===== config.mk =====
export PLATFORM = sky130hd
export DESIGN_NAME = boundary_test_engine
export DESIGN_NICKNAME = d
export VERILOG_FILES = /design/src/rtl/bte_pkg.sv /design/src/rtl/bte_ctrl_reg.sv /design/src/rtl/bte_lfsr_step.sv /design/src/rtl/bte_run_logic.sv /design/src/rtl/bte_cell_array.sv /design/src/rtl/boundary_test_engine.sv
export SDC_FILE = /design/constraint.sdc
export NUM_CORES = 1
export LEC_CHECK = 0
export BUFFER_PORTS_ARGS = -buffer_cell sky130_fd_sc_hd__buf_2
export CORE_ASPECT_RATIO = 1.2
export CORE_MARGIN = 2
export CORE_UTILIZATION = 57
export CTS_CLUSTER_SIZE = 25
export DETAILED_ROUTE_END_ITERATION = 12
export PLACE_DENSITY = 0.81
export SYNTH_ARGS = -nofsm -noshare
export SYNTH_HDL_FRONTEND = slang
export SYNTH_SLANG_ARGS = --single-unit

===== constraint.sdc =====
create_clock -name tck -period 2.1 [get_ports tck]
set_input_delay 0.21 -clock tck [delete_from_list [all_inputs] [get_ports tck]]
set_output_delay 0.21 -clock tck [all_outputs]
set_load 0.03 [all_outputs]

===== src/rtl/bte_pkg.sv =====
// Shared codes for the boundary test engine: TAP state codes, instruction
// codes, operation codes and the maximal-length tap masks.
// Assumes the external TAP controller uses the standard four-bit state codes.
package bte_pkg;

    localparam logic [3:0] TAP_RUN_IDLE = 4'hC;
    localparam logic [3:0] TAP_CAPTURE  = 4'h6;
    localparam logic [3:0] TAP_SHIFT    = 4'h2;
    localparam logic [3:0] TAP_UPDATE   = 4'h5;

    localparam logic [2:0] INS_BYPASS   = 3'd0;
    localparam logic [2:0] INS_SAMPLE   = 3'd1;
    localparam logic [2:0] INS_READ     = 3'd2;
    localparam logic [2:0] INS_SELFTEST = 3'd3;
    localparam logic [2:0] INS_RUN      = 3'd4;
    localparam logic [2:0] INS_TOGGLE   = 3'd5;
    localparam logic [2:0] INS_CTRL     = 3'd6;

    localparam int         OP_W         = 3;
    localparam logic [2:0] OP_SIPTOG    = 3'd0;
    localparam logic [2:0] OP_PATGEN    = 3'd1;
    localparam logic [2:0] OP_SIG       = 3'd2;
    localparam logic [2:0] OP_SIG_PAT   = 3'd3;
    localparam logic [2:0] OP_SIG_CNT   = 3'd4;

    // Feedback tap mask of a maximal-length left-shifting LFSR of width w.
    function automatic logic [31:0] lfsr_taps(input int w);
        case (w)
            4:       return 32'h0000_000C;
            5:       return 32'h0000_0014;
            6:       return 32'h0000_0030;
            7:       return 32'h0000_0060;
            8:       return 32'h0000_00B8;
            9:       return 32'h0000_0110;
            10:      return 32'h0000_0240;
            11:      return 32'h0000_0500;
            12:      return 32'h0000_0E08;
            16:      return 32'h0000_B400;
            default: return 32'h0000_00B8;
        endcase
    endfunction

endpackage


===== src/rtl/bte_ctrl_reg.sv =====
// Control register: a W-bit shift stage scanned from tdi. The operation latch
// behind it loads on the falling edge of Update-DR.
// Assumes sel is high only while the control-register instruction is active.
module bte_ctrl_reg #(
    parameter int W = 3
) (
    input  logic         tck,
    input  logic         rst_n,
    input  logic         sel,
    input  logic         sh,
    input  logic         upd,
    input  logic         tdi,
    output logic [W-1:0] shift_q,
    output logic [W-1:0] op_q
);

    // Shift stage: moves toward bit 0 in Shift-DR, holds otherwise.
    always_ff @(posedge tck) begin
        if (!rst_n)
            shift_q <= '0;
        else if (sel && sh)
            shift_q <= {tdi, shift_q[W-1:1]};
    end

    // Operation latch: takes the scanned value on the falling edge of Update-DR.
    always_ff @(negedge tck) begin
        if (!rst_n)
            op_q <= '0;
        else if (sel && upd)
            op_q <= shift_q;
    end

endmodule


===== src/rtl/bte_lfsr_step.sv =====
// One combinational step of a left-shifting Fibonacci LFSR.
// The inject vector is XORed into the result, which turns the step into a
// parallel signature compressor. Tie inject to zero for pure pattern
// generation.
module bte_lfsr_step #(
    parameter int           W    = 8,
    parameter logic [W-1:0] TAPS = '1
) (
    input  logic [W-1:0] state,
    input  logic [W-1:0] inject,
    output logic [W-1:0] next
);

    logic fb;

    // Feedback bit and shifted result with injected data.
    always_comb begin
        fb   = ^(state & TAPS);
        next = {state[W-2:0], fb} ^ inject;
    end

endmodule


===== src/rtl/bte_run_logic.sv =====
// Next shift-stage values for one Run-Test/Idle step. Segments are fixed by
// position: the input segment is the low N_IN cells and the output segment is
// the high N_OUT cells. Per-cell direction flags apply only to sample/toggle
// and to the toggle instruction.
module bte_run_logic
    import bte_pkg::*;
#(
    parameter int N_IN  = 8,
    parameter int N_OUT = 8
) (
    input  logic [N_IN+N_OUT-1:0] cur,
    input  logic [N_IN+N_OUT-1:0] pins,
    input  logic [N_IN+N_OUT-1:0] dir,
    input  logic [OP_W-1:0]       op,
    input  logic                  tog,
    output logic [N_IN+N_OUT-1:0] nxt
);

    localparam int N = N_IN + N_OUT;
    localparam logic [N_OUT-1:0] OUT_TAPS = N_OUT'(lfsr_taps(N_OUT));
    localparam logic [N_IN-1:0]  IN_TAPS  = N_IN'(lfsr_taps(N_IN));

    logic [N_OUT-1:0] out_cur;
    logic [N_IN-1:0]  in_cur;
    logic [N_OUT-1:0] out_pat;
    logic [N_OUT-1:0] out_cnt;
    logic [N_IN-1:0]  in_sig;

    assign out_cur = cur[N-1:N_IN];
    assign in_cur  = cur[N_IN-1:0];
    assign out_cnt = out_cur + N_OUT'(1);

    bte_lfsr_step #(.W(N_OUT), .TAPS(OUT_TAPS)) u_pat (
        .state  (out_cur),
        .inject ('0),
        .next   (out_pat)
    );

    bte_lfsr_step #(.W(N_IN), .TAPS(IN_TAPS)) u_sig (
        .state  (in_cur),
        .inject (pins[N_IN-1:0]),
        .next   (in_sig)
    );

    // Select the step of the active instruction and operation.
    always_comb begin
        nxt = cur;
        if (tog) begin
            nxt = cur ^ dir;
        end else begin
            case (op)
                OP_SIPTOG:  nxt = (dir & ~cur) | (~dir & pins);
                OP_PATGEN:  nxt = {out_pat, in_cur};
                OP_SIG:     nxt = {out_cur, in_sig};
                OP_SIG_PAT: nxt = {out_pat, in_sig};
                OP_SIG_CNT: nxt = {out_cnt, in_sig};
                default:    nxt = cur;
            endcase
        end
    end

endmodule


===== src/rtl/bte_cell_array.sv =====
// Array of boundary cells. Each cell has a shift stage clocked on the rising
// edge and a shadow latch clocked on the falling edge. The enables are
// mutually exclusive by TAP state, so the top gives them without priority.
module bte_cell_array #(
    parameter int N = 16
) (
    input  logic         tck,
    input  logic         rst_n,
    input  logic         cap_en,
    input  logic         shift_en,
    input  logic         run_en,
    input  logic         copy_en,
    input  logic         tdi,
    input  logic [N-1:0] cap_val,
    input  logic [N-1:0] run_val,
    output logic [N-1:0] shift_q,
    output logic [N-1:0] shadow_q
);

    for (genvar i = 0; i < N; i++) begin : g_cell
        logic ser_in;

        if (i == N - 1) begin : g_head
            assign ser_in = tdi;
        end else begin : g_link
            assign ser_in = shift_q[i+1];
        end

        // Shift stage: capture, serial shift or one run step.
        always_ff @(posedge tck) begin
            if (!rst_n)
                shift_q[i] <= 1'b0;
            else if (cap_en)
                shift_q[i] <= cap_val[i];
            else if (shift_en)
                shift_q[i] <= ser_in;
            else if (run_en)
                shift_q[i] <= run_val[i];
        end

        // Shadow latch: copies the shift stage on the falling edge.
        always_ff @(negedge tck) begin
            if (!rst_n)
                shadow_q[i] <= 1'b0;
            else if (copy_en)
                shadow_q[i] <= shift_q[i];
        end
    end

endmodule


===== src/rtl/boundary_test_engine.sv =====
// Boundary register with a control-register-selected test operation engine.
// It decodes the TAP state and the instruction into capture, shift, update and
// run enables, and selects the register for tdo. Run steps happen only in
// Run-Test/Idle. Assumes tap_state and instr change only between falling and
// rising edges, as an external TAP controller does.
module boundary_test_engine
    import bte_pkg::*;
#(
    parameter int N_IN  = 8,
    parameter int N_OUT = 8
) (
    input  logic                  tck,
    input  logic                  rst_n,
    input  logic [3:0]            tap_state,
    input  logic [2:0]            instr,
    input  logic                  tdi,
    input  logic [N_IN+N_OUT-1:0] pin_in,
    input  logic [N_IN+N_OUT-1:0] cell_dir,
    output logic [N_IN+N_OUT-1:0] pin_out,
    output logic                  tdo
);

    localparam int N = N_IN + N_OUT;

    logic            in_cap, in_sh, in_upd, in_idle;
    logic            bsr_sel, ctrl_sel, byp_sel;
    logic            op_ok, run_en, copy_en;
    logic            byp_q;
    logic [N-1:0]    bsr_shift;
    logic [N-1:0]    cap_val;
    logic [N-1:0]    run_val;
    logic [OP_W-1:0] ctrl_shift;
    logic [OP_W-1:0] ctrl_op;

    // State and instruction decode into per-edge enables.
    always_comb begin
        in_cap   = (tap_state == TAP_CAPTURE);
        in_sh    = (tap_state == TAP_SHIFT);
        in_upd   = (tap_state == TAP_UPDATE);
        in_idle  = (tap_state == TAP_RUN_IDLE);
        bsr_sel  = (instr == INS_SAMPLE) || (instr == INS_READ) ||
                   (instr == INS_SELFTEST);
        ctrl_sel = (instr == INS_CTRL);
        byp_sel  = !bsr_sel && !ctrl_sel;
        op_ok    = (ctrl_op <= OP_SIG_CNT);
        run_en   = in_idle && (((instr == INS_RUN) && op_ok) ||
                               (instr == INS_TOGGLE));
        copy_en  = (in_upd && bsr_sel) || run_en;
    end

    // Capture source of the boundary register for each instruction.
    always_comb begin
        case (instr)
            INS_SAMPLE:   cap_val = pin_in;
            INS_SELFTEST: cap_val = ~pin_out;
            default:      cap_val = bsr_shift;
        endcase
    end

    bte_run_logic #(.N_IN(N_IN), .N_OUT(N_OUT)) u_run (
        .cur  (bsr_shift),
        .pins (pin_in),
        .dir  (cell_dir),
        .op   (ctrl_op),
        .tog  (instr == INS_TOGGLE),
        .nxt  (run_val)
    );

    bte_cell_array #(.N(N)) u_cells (
        .tck      (tck),
        .rst_n    (rst_n),
        .cap_en   (in_cap && bsr_sel),
        .shift_en (in_sh && bsr_sel),
        .run_en   (run_en),
        .copy_en  (copy_en),
        .tdi      (tdi),
        .cap_val  (cap_val),
        .run_val  (run_val),
        .shift_q  (bsr_shift),
        .shadow_q (pin_out)
    );

    bte_ctrl_reg #(.W(OP_W)) u_ctrl (
        .tck     (tck),
        .rst_n   (rst_n),
        .sel     (ctrl_sel),
        .sh      (in_sh),
        .upd     (in_upd),
        .tdi     (tdi),
        .shift_q (ctrl_shift),
        .op_q    (ctrl_op)
    );

    // Bypass stage: loads 0 on capture, takes tdi on shift.
    always_ff @(posedge tck) begin
        if (!rst_n)
            byp_q <= 1'b0;
        else if (byp_sel && in_cap)
            byp_q <= 1'b0;
        else if (byp_sel && in_sh)
            byp_q <= tdi;
    end

    // Serial output: bit 0 of the selected register.
    always_comb begin
        if (bsr_sel)
            tdo = bsr_shift[0];
        else if (ctrl_sel)
            tdo = ctrl_shift[0];
        else
            tdo = byp_q;
    end

endmodule


After elaboration in Yosys (flattened, before gate mapping)
Index checks and enable logic that the tools add are counted.
{"block": "totals", "inputBits": 42, "elab_cells": 141, "ff_bits": 39, "out_inout_bits": 17}
{"block": "op_classes", "mux": 53, "reduce_logical": 25, "n_bitwise": 9, "n_eq_ne": 17, "add_sub_neg": 1, "order_cmp": 1}
{"op": "one-hot mux 16 bit (5 select lines)", "count": 1}
{"op": "two-way mux 1 bit", "count": 50}
{"op": "NOT 16 bit", "count": 3}
{"op": "bitwise AND 16 bit", "count": 2}
{"op": "one-hot mux 16 bit (2 select lines)", "count": 1}
{"op": "two-way mux 16 bit", "count": 1}
{"op": "bitwise OR 16 bit", "count": 1}
{"op": "parity 8 bit", "count": 2}
{"op": "XOR 16 bit", "count": 1}
{"op": "nonzero test 7 bit", "count": 2}
{"op": "equality test 3 x 2 -> 1 bit (second input constant)", "count": 4}
{"op": "equality test 3 bit (second input constant)", "count": 4}
{"op": "logical AND 1 bit", "count": 10}
{"op": "adder 8 x 1 -> 8 bit (second input constant)", "count": 1}
{"op": "equality test 4 x 3 -> 1 bit (second input constant)", "count": 2}
{"op": "inequality test 4 x 1 -> 1 bit (second input constant)", "count": 2}
{"op": "AND reduction 4 bit", "count": 2}
{"op": "XOR 8 bit", "count": 1}
{"op": "equality test 3 x 1 -> 1 bit (second input constant)", "count": 2}
{"op": "equality test 4 x 2 -> 1 bit (second input constant)", "count": 1}
{"op": "equality test 4 bit (second input constant)", "count": 1}
{"op": "logical OR 1 bit", "count": 4}
{"op": "<= comparator 3 bit (second input constant)", "count": 1}
{"op": "logical NOT 3 bit", "count": 1}
{"op": "other kinds (5)", "count": 6}

Longest topological paths before layout
{"block": "depth", "depth_word": 8, "ltp_mapped": 8, "mapped_depth_nobuf": 6}

Modules after synthesis
A second synthesis with hierarchy kept.
{"block": "hier_totals", "hier_cells": 471, "area_unflattened_um2": 3767.4}
{"mod": "bte_cell_array", "area_per_inst_um2": 1596.5, "seq_area_each_um2": 640.6, "n_inst": 1, "cells_each": 155}
{"mod": "bte_run_logic", "area_per_inst_um2": 1164.9, "seq_area_each_um2": 0.0, "n_inst": 1, "cells_each": 175}
{"mod": "boundary_test_engine", "area_per_inst_um2": 585.6, "seq_area_each_um2": 20.0, "n_inst": 1, "cells_each": 99}
{"mod": "bte_ctrl_reg", "area_per_inst_um2": 217.7, "seq_area_each_um2": 120.1, "n_inst": 1, "cells_each": 22}
{"mod": "bte_lfsr_step", "area_per_inst_um2": 101.3, "seq_area_each_um2": 0.0, "n_inst": 2, "cells_each": 10}

==> metrics.txt <==
status finished with violations; violated checks negative setup slack; syn avg cell area 7.89 µm²; hold-critical path depth 3; RSZ-0062 raised after global routing true; switch share 34.2%; routed wire length 11.7 mm; Crit. End Element flip-flop; core area 5630 µm²; syn nets 464; fin. max-slew vios 0; met2 WL 5.78 mm; WHS 0.188 ns; CTS tree yes; vias after detailed routing 3906; vias in the first global route 3642; Clock Latency Late Sink 0.37 ns; area of the mapped netlist 3320 µm²; Crit path buffers/inverters 1; full die area 6450 µm²; Reg2Reg Depth 6; global-route wire length before repair 16.8 mm; setup ws final -0.681 ns; startpoint types flip-flop; Root Buffer clkbuf_8; largest net degree at the start of global routing 44; Worst Path Required 2.32 ns; Starting Density 58.9%; Yosys top cell area share 23.5%; ys async rst share 0%; port buffer count 58; Routability Congestion 1.01; reg-to-reg startpoint u_ctrl.op_q[1]$_SDFFE_NN0P_; Synth area leader dfxtp_1; relative slew slack 63.0%; CTS Buffer Depth 2; DRC errors left 0; Comb pwr share 23.0%; DR top layer met4; LEAKAGE 2.01 nW; DRT Pass-1 Iters 5; VDD IR-drop max 0.000401 V; GR Util All Layers 33.1%; r2r endpoint u_cells.g_cell[0].ser_in$_SDFFE_PN0P_; Flop pwr share 41.0%; Post-synth EDFFs 0; cells along the critical path or3_4 > buf_12 > nand2_8 > nand3b_1 > a41o_1 > a31oi_1; Reg clk slew, reported paths 0.09 ns; grt ovf 0; power share of the clock group 36.0%; pwr dens 408 nW/µm²; top cells by area, synth dfxtp_1 (24%), mux2i_1 (6.9%), nor2b_1 (5.7%), o21ai_0 (5.3%), nand2_1 (4.3%); htree depth 2; worst-margin pin slew 0.554 ns; Die W 73.6 µm; vias per inst 6.60; Detail Placement HPWL 7.46 mm; initial antenna violation count 0; Synth Flop Type dfxtp_1; CP Class reg -> reg; register area share after synthesis 23.5%; I/O Pins 59; Max Cap Viol 0; CTS Sinks 39; met3 WL post-DR 958 µm; library cells used by synthesis 65; Die H 87.6 µm; layout cells sized above 1 36.6%; Util after Layout 81.5%; worst hold path class in -> reg; FP Rows 30; Max Clock Skew 0.0769 ns; Worst Hold End u_ctrl.shift_q[2]$_SDFFE_PN0P_; Worst Path Arrival 3.00 ns; register bit total from synthesis 39; fillcell total 351; Int Pwr 1.23 mW; final hold violation count 0; worst-path fanout max 8; crit-path max cell delay 0.43 ns; Synth warnings 0; initial drt markers 330; wire per inst 19.8 µm; Hold Path Origin tdi; Critical Path Slowest Stage Cell or3_4; reg2reg setup slack -0.68 ns; setup violators final 34; synthesis-to-layout area growth 38.3%; CTS buffer count 5; NetSw 639 µW; Worst path top cell family by delay simple AND/OR/NAND/NOR gates; ANT cells 0; Nets 571; metal1 wirelength 4.31 mm; Final ANT Viol Nets 0; post-synthesis cell count 420
state kept, by name, summed over array words and instances (netlist names):
name / flops
u_cells.shadow_q: 16
u_cells.g_cell.ser_in: 15
u_ctrl.op_q: 3
u_ctrl.shift_q: 3
byp_q: 1
u_cells.shift_q: 1
worst min-delay path, stage by stage:
cell and delay [ns]:
buf_2 0.10, nand3_1 0.05, a21boi_0 0.07
Yosys cell counts (all sizes together) (7+ instances only):
| cell type | number |
|---|---|
| a21boi | 7 |
| a21oi | 19 |
| a31oi | 13 |
| a41o | 10 |
| buf | 22 |
| clkbuf | 15 |
| dfxtp | 39 |
| inv | 9 |
| mux2i | 23 |
| nand2 | 39 |
| nand2b | 7 |
| nand3 | 9 |
| nand3b | 17 |
| nor2 | 17 |
| nor2b | 30 |
| o211ai | 9 |
| o21ai | 37 |
| o22ai | 14 |
| xnor2 | 9 |
| xor2 | 12 |
worst max-delay path by stage:
stage | start | to | slack, ns | cells after the start
final | u_ctrl.op_q[1]$_SDFFE_NN0P_ | u_cells.g_cell[0].ser_in$_SDFFE_PN0P_ | -0.68 | 6
after global routing | u_ctrl.op_q[0]$_SDFFE_NN0P_ | u_cells.g_cell[5].ser_in$_SDFFE_PN0P_ | -0.75 | 6
after CTS | u_ctrl.op_q[1]$_SDFFE_NN0P_ | u_cells.g_cell[12].ser_in$_SDFFE_PN0P_ | -0.61 | 5
after detailed placement | u_ctrl.op_q[1]$_SDFFE_NN0P_ | u_cells.g_cell[6].ser_in$_SDFFE_PN0P_ | -0.61 | 6
after global placement | u_ctrl.op_q[1]$_SDFFE_NN0P_ | u_cells.g_cell[4].ser_in$_SDFFE_PN0P_ | -0.59 | 6
after floorplan | u_ctrl.op_q[0]$_SDFFE_NN0P_ | u_cells.g_cell[12].ser_in$_SDFFE_PN0P_ | -0.58 | 6
logic make-up after synthesis:
family	after synthesis	synth area share [%]
AO/OA/AOI/OAI	137	28.8
adder cells (fa/ha/maj)	3	1.06
buffers and inverters	46	6.79
XOR/XNOR	22	6.23
multiplexers	24	7.28
flip-flops	39	23.5
AND/OR/NAND/NOR	149	26.3
cell usage in the layout, fill, tap and decap left out, types with 14 or more instances in the layout:
| cell type | n |
|---|---|
| buf_2 | 39 |
| buf_4 | 44 |
| buf_6 | 27 |
| dfxtp_1 | 20 |
| dfxtp_2 | 16 |
| inv_1 | 27 |
| mux2i_1 | 20 |
| nand2_1 | 38 |
| nand3b_1 | 17 |
| nor2_1 | 14 |
| nor2b_1 | 30 |
| o21ai_0 | 25 |
per-layer routing:
metal,global-route usage (%),vias up
met2,57.0,248
met4,12.9,0
met1,41.5,1830
met5,0,-
met3,4.37,76
li1,-,1752
metrics by stage:
| step | cell area (µm²) | power [mW] | instances | worst slack (ns) | setup TNS, ns |
|---|---|---|---|---|---|
| finish | 4590 | 1.87 | 592 | -0.681 | -14.29 |
| global route | 4590 | 1.95 | 592 | -0.755 | -15.88 |
| CTS | 4350 | 1.82 | 583 | -0.612 | -11.46 |
| detailed placement | 3980 | 1.23 | 556 | -0.609 | -17.75 |
| global placement | 3980 | 1.22 | 556 | -0.591 | -16.72 |
| floorplan | 3390 | 1.09 | 420 | -0.582 | -13.07 |
repair_timing:
item                                   CTS  global route
pin swaps                                3            26
hold buffers                             0             0
gates cloned                             0             1
setup endpoints to repair               50            46
endpoints found under the hold margin    0             0
resized for setup                       72            43
setup buffers                            2             9
power by group through the flow:
stage	logic, mW	clock network, mW	registers [mW]
2_1_floorplan	0.251	0.0583	0.777
3_3_place_gp	0.380	0.0583	0.783
3_5_place_dp	0.387	0.0583	0.783
4_1_cts	0.396	0.654	0.768
5_1_grt	0.462	0.722	0.767
6_report	0.431	0.673	0.767
area by class of cell:
class,instances,area [µm²],area share [%]
clock buffers,6,72.6,1.58
multi-input cells,335,2500,54.4
flip-flops and latches,39,812,17.7
well taps,64,80.1,1.75
repair buffers,119,1010,22.1
clock inverters,21,80.1,1.75
inverters,8,30.0,0.655
Note: power is estimated with default switching activity, not from simulation.
